--- src/rtl/bam_pkg.sv ---
package bam_pkg;

  // Default geometry of the generator.
  localparam int unsigned BAM_CH_DEFAULT   = 8;
  localparam int unsigned BAM_BITS_DEFAULT = 8;

  // What the sequencer does on a given clock.
  typedef enum logic [1:0] {
    SEQ_HOLD  = 2'd0,  // no tick: freeze
    SEQ_COUNT = 2'd1,  // tick inside a slot: count down
    SEQ_STEP  = 2'd2,  // tick ends a slot: next weight
    SEQ_WRAP  = 2'd3   // tick ends the heaviest slot: restart frame
  } seq_act_e;

endpackage

--- src/rtl/bam_planes.sv ---
module bam_planes #(
  parameter int unsigned CH    = 8,
  parameter int unsigned BITS  = 8,
  parameter int unsigned IDX_W = 3
) (
  input  logic                      clk,
  input  logic                      rst,
  input  logic                      wr_en,
  input  logic [IDX_W-1:0]          wr_ch,
  input  logic [BITS-1:0]           wr_val,
  output logic [BITS-1:0][CH-1:0]   planes_o
);

  logic [BITS-1:0][CH-1:0] planes_q;

  // One storage bit per (plane, channel). A write scatters the value's
  // bits across every plane, in the column of the addressed channel.
  for (genvar p = 0; p < BITS; p++) begin : g_plane
    for (genvar c = 0; c < CH; c++) begin : g_chan
      logic hit;
      assign hit = wr_en && (wr_ch == IDX_W'(c));
      always_ff @(posedge clk) begin
        if (rst) begin
          planes_q[p][c] <= 1'b0;
        end else if (hit) begin
          planes_q[p][c] <= wr_val[p];
        end
      end
    end
  end

  assign planes_o = planes_q;

endmodule

--- src/rtl/bam_seq.sv ---
module bam_seq
  import bam_pkg::*;
#(
  parameter int unsigned BITS  = 8,
  parameter int unsigned POS_W = 3
) (
  input  logic             clk,
  input  logic             rst,
  input  logic             tick_en,
  output logic [POS_W-1:0] pos_o,
  output logic [BITS-1:0]  weight_o,
  output logic [BITS-1:0]  cnt_o
);

  localparam logic [BITS-1:0]  W_FIRST = BITS'(1);
  localparam logic [POS_W-1:0] P_FIRST = '0;

  logic [POS_W-1:0] pos_q;
  logic [BITS-1:0]  weight_q;
  logic [BITS-1:0]  cnt_q;
  seq_act_e         act;

  logic             slot_done;
  logic             last_plane;

  assign slot_done  = (cnt_q == W_FIRST);
  assign last_plane = weight_q[BITS-1];

  always_comb begin
    if (!tick_en) begin
      act = SEQ_HOLD;
    end else if (!slot_done) begin
      act = SEQ_COUNT;
    end else if (last_plane) begin
      act = SEQ_WRAP;
    end else begin
      act = SEQ_STEP;
    end
  end

  always_ff @(posedge clk) begin
    if (rst) begin
      pos_q    <= P_FIRST;
      weight_q <= W_FIRST;
      cnt_q    <= W_FIRST;
    end else begin
      unique case (act)
        SEQ_HOLD: begin
        end
        SEQ_COUNT: begin
          cnt_q <= cnt_q - 1'b1;
        end
        SEQ_STEP: begin
          pos_q    <= pos_q + 1'b1;
          weight_q <= {weight_q[BITS-2:0], 1'b0};
          cnt_q    <= {weight_q[BITS-2:0], 1'b0};
        end
        SEQ_WRAP: begin
          pos_q    <= P_FIRST;
          weight_q <= W_FIRST;
          cnt_q    <= W_FIRST;
        end
        default: begin
        end
      endcase
    end
  end

  assign pos_o    = pos_q;
  assign weight_o = weight_q;
  assign cnt_o    = cnt_q;

endmodule

--- src/rtl/bam_plane_sel.sv ---
module bam_plane_sel #(
  parameter int unsigned CH    = 8,
  parameter int unsigned BITS  = 8,
  parameter int unsigned POS_W = 3
) (
  input  logic [BITS-1:0][CH-1:0] planes_i,
  input  logic [POS_W-1:0]        pos_i,
  output logic [CH-1:0]           word_o
);

  // The selected plane is the output word, with no per-channel logic.
  always_comb begin
    word_o = '0;
    for (int p = 0; p < BITS; p++) begin
      if (pos_i == POS_W'(p)) begin
        word_o = planes_i[p];
      end
    end
  end

endmodule

--- src/rtl/bam_gen.sv ---
module bam_gen
  import bam_pkg::*;
#(
  parameter int unsigned CH    = BAM_CH_DEFAULT,
  parameter int unsigned BITS  = BAM_BITS_DEFAULT,
  parameter int unsigned IDX_W = (CH > 1) ? $clog2(CH) : 1,
  parameter int unsigned POS_W = (BITS > 1) ? $clog2(BITS) : 1
) (
  input  logic             clk,
  input  logic             rst,
  input  logic             tick_en,
  input  logic             wr_valid,
  output logic             wr_ready,
  input  logic [IDX_W-1:0] wr_chan,
  input  logic [BITS-1:0]  wr_value,
  output logic [CH-1:0]    chan_out
);

  logic [BITS-1:0][CH-1:0] planes;
  logic [POS_W-1:0]        pos_q;
  logic [BITS-1:0]         weight_q;
  logic [BITS-1:0]         cnt_q;
  logic                    wr_fire;

  // The store takes a write on every clock, so there is never back-pressure.
  assign wr_ready = 1'b1;
  assign wr_fire  = wr_valid && wr_ready;

  bam_planes #(.CH(CH), .BITS(BITS), .IDX_W(IDX_W)) u_planes (
    .clk      (clk),
    .rst      (rst),
    .wr_en    (wr_fire),
    .wr_ch    (wr_chan),
    .wr_val   (wr_value),
    .planes_o (planes)
  );

  bam_seq #(.BITS(BITS), .POS_W(POS_W)) u_seq (
    .clk      (clk),
    .rst      (rst),
    .tick_en  (tick_en),
    .pos_o    (pos_q),
    .weight_o (weight_q),
    .cnt_o    (cnt_q)
  );

  // The outputs follow the stored planes directly. A write shows on the
  // pins from its own edge, whatever is left of the current slot.
  bam_plane_sel #(.CH(CH), .BITS(BITS), .POS_W(POS_W)) u_sel (
    .planes_i (planes),
    .pos_i    (pos_q),
    .word_o   (chan_out)
  );

endmodule

--- config.mk ---
export PLATFORM = sky130hd
export DESIGN_NAME = bam_gen
export DESIGN_NICKNAME = d
export VERILOG_FILES = /design/src/rtl/bam_pkg.sv /design/src/rtl/bam_planes.sv /design/src/rtl/bam_seq.sv /design/src/rtl/bam_plane_sel.sv /design/src/rtl/bam_gen.sv
export SDC_FILE = /design/constraint.sdc
export NUM_CORES = 1
export LEC_CHECK = 0
export BUFFER_PORTS_ARGS = -buffer_cell sky130_fd_sc_hd__buf_2
export CAP_MARGIN = 20
export CORE_ASPECT_RATIO = 1.25
export CORE_MARGIN = 2
export CORE_UTILIZATION = 42
export CTS_CLUSTER_DIAMETER = 50
export DETAILED_ROUTE_END_ITERATION = 10
export PLACE_DENSITY = 0.62
export SLEW_MARGIN = 25
export SYNTH_ARGS = -nofsm -noshare
export SYNTH_HDL_FRONTEND = slang
export SYNTH_SLANG_ARGS = --single-unit
--- constraint.sdc ---
create_clock -name clk -period 3.3 [get_ports clk]
set_input_delay 0 -clock clk [delete_from_list [all_inputs] [get_ports clk]]
set_output_delay 0 -clock clk [all_outputs]
set_load 0.01 [all_outputs]
==> results.yml <==
timing:
  setup_violations: 0
  hold_viol: 0
  slew_headroom_pct: 38.8
  fin_crit_sh_pct: 81.9
  final_max_slew_viol_count: 0
  worst_clock_skew_ns: 0.00108
  unrepaired_setup_endpoints_after_global_routing: "false"
  max_slew.worst_pin.slew_ns: 0.911
  tns_ns: 0
  period_needed_ns: 2.70
  fmax_ghz: 0.370
synth:
  synthesis.area_mm2: 0.00422
  synth.lib_cells_used.distinct: 59
  synth-seq-area-share_pct: 39.3
  yosysWarnings: 0
  ys_ff_latch: 83
  avgSynthCellArea_um2: 7.47
  asr_flop_ratio_synth_pct: 0
  syn_nets: 588
  postSynthCellCount: 565
  synthFlopType: "dfxtp_1"
  synth_edf_count: 0
finish:
  area_delta_synth_final_pct: 11.5
  nNetsFinal: 584
  finished_layout_cell_area_mm2: 0.00471
  post_route_cells_drive_above_1_share_pct: 11.7
  insertedDiodeCount: 0
setup_path:
  critical_path_required_ns: 3.30
  r2r_cells: 5
  r2r-start: "u_seq.cnt_o[0]"
  regToRegEndpoint: "u_seq.pos_o[1]"
  critical_path_arrival_ns: 2.70
  crit_path_end_kind: "output port"
  critical_path_peak_fanout: 23
  worst-setup-path-type: "register to output port"
  start_kind: "register"
  ff2ff_setup_slack_ns: 1.03
floorplanning:
  floorplan.die.height_um: 116
  floorplan.io_pins: 24
  rows: 40
  floorplan.die.width_um: 93.7
  fp.coreArea_mm2: 0.00971
  start_util_pct: 43.5
  die_area_mm2: 0.0109
min_path:
  timing.hold.worst.start: "tick_en"
  min-delay-path-class: "primary input to register"
  timing.hold.worst_path_depth: 2
  hold-path-endpoint: "u_seq.cnt_o[1]"
clocking:
  cts.path.max_buffers: 2
  tritoncts: "done"
  cts_inserted_buffers: 9
  worst_skew_pair.late_latency_ns: 0.34
  cts_num_sinks: 83
  clock-root-buffer: "clkbuf_16"
  clock_tree.htree_level_count: 3
  path_clk_slew_ns: 0.06
pwr:
  lkg_pwr_nw: 1.62
  ir_drop_mv: 0.325
  powerDensity_mw_per_mm2: 655
global_route:
  grt_first_pass_wirelength_um: 17900
  overflow: 0
  grt_usage_pct: 21.3
  antenna_found_initial: 0
  grt_start_max_net_pins: 45
  vias_in_the_first_global_route: 3539
drt:
  drt_pass_1_iters: 5
  post_drt_wl_per_cell_um: 16.0
  route.final.wire_length_um: 11000
  dr.first_iter.drc_count: 209
  route.vias.total: 3815
  ant_nets: 0
  drt_drc_violations_left: 0
  average_vias_per_placed_instance: 5.52
status:
  status: "completed"
placement:
  placement.io_buffers: 22
  place_hpwl_um: 7250
  gp_routability_congestion: 0.819
  placed_cell_area_mm2: 0.00433
run:
  drv_cap: 0
## layout make-up
cell class	count	area, µm²
clock inverters	5	125
well taps	126	158
inverters	15	56.3
flip-flops and latches	83	1660
fillers	974	5000
multi-input cells	424	2310
clock buffers	10	239
repair buffers	28	158
## registers in the layout (all words and copies together), names as in the netlist
signal             cells
u_seq.cnt_o            8
u_seq.weight_o         8
u_seq.pos_o            3
u_planes.planes_o     64
## cell usage in the layout (no fill, tap or decap), types with 4 or more instances in the layout
master	instances
nand2_1	157
inv_1	14
nor2_1	32
or2_2	7
buf_2	22
a21oi_1	81
ha_1	7
o31ai_1	4
clkbuf_16	9
buf_4	5
a221oi_1	8
nand2b_1	10
nand3_1	6
o21ai_0	16
nor2b_1	12
a211oi_1	4
dfxtp_1	83
mux2i_1	11
bufinv_16	4
nor3_1	14
## layer usage
metal	wire length (µm)	global-route usage [%]
met1	4700	26.1
met3	511	4.19
met4	236	7.63
met5	0	0
met2	5580	37.2
## power breakdown
group	switching [mW]	internal, mW	total, mW
clock	0.395	0.831	1.23
sequential	0.0797	1.06	1.14
combinational	0.422	0.294	0.716
## metrics by stage
step                hold slack (ns)  setup slack, ns  utilization (%)  power (mW)  std cells
global placement              0.349             1.02             44.6        1.86        675
finish                       0.0144            0.597             48.5        3.08        691
detailed placement            0.358            0.958             44.6        1.88        675
floorplan                     0.229             1.44                -        1.73        565
CTS                         0.00309            0.589             48.5        3.10        691
global route                 0.0179            0.267             48.5        3.25        691
## how the worst max path moves through the flow
| stage | startpoint | endpoint | slack [ns] | depth (start not counted) |
|---|---|---|---|---|
| 2_1_floorplan | u_seq.pos_o[2] | chan_out[5] | 1.44 | 7 |
| 3_3_place_gp | u_seq.pos_o[0] | chan_out[3] | 1.02 | 7 |
| 3_5_place_dp | u_seq.pos_o[0] | chan_out[1] | 0.96 | 7 |
| 4_1_cts | u_seq.pos_o[0] | chan_out[1] | 0.59 | 7 |
| 5_1_grt | u_seq.pos_o[0] | chan_out[1] | 0.27 | 7 |
| 6_report | u_seq.pos_o[0] | chan_out[1] | 0.60 | 7 |
## Yosys cell counts (all sizes together) (10+ instances only)
master / n / area share (%)
buf: 13 / 1.7
o21ai: 16 / 1.9
nand2b: 10 / 1.5
inv: 14 / 1.2
nand2: 157 / 14
clkbuf: 30 / 2.9
dfxtp: 83 / 39
nor2: 34 / 3.3
nor2b: 12 / 1.8
a21oi: 82 / 9.8
mux2i: 11 / 2.6
nor3: 15 / 1.9
## worst max-delay path, cell delays in order, from the launching register on
cell      delay, ns
dfxtp_1        0.39
ha_1           0.20
ha_1           0.67
nand2_1        0.16
a221oi_1       0.29
o21ai_0        0.15
a221oi_1       0.31
buf_2          0.19
## cell families after synthesis
group	after synthesis	synth area share, %
buffers and inverters	58	5.99
AOI/OAI and AO/OA	136	19.4
muxes	12	2.96
adders and majority gates	8	2.37
DFF	83	39.3
and+or+nand+nor	267	29.9
other	1	0.0888
## what timing repair did
| item | 4_1_cts | 5_1_grt |
|---|---|---|
| gates resized for setup | 0 | 0 |
| hold buffers | 1 | 0 |
| buffers inserted | 0 | 0 |
| endpoints found under the hold margin | 4 | 0 |
Power figures use the tool's default switching activity.
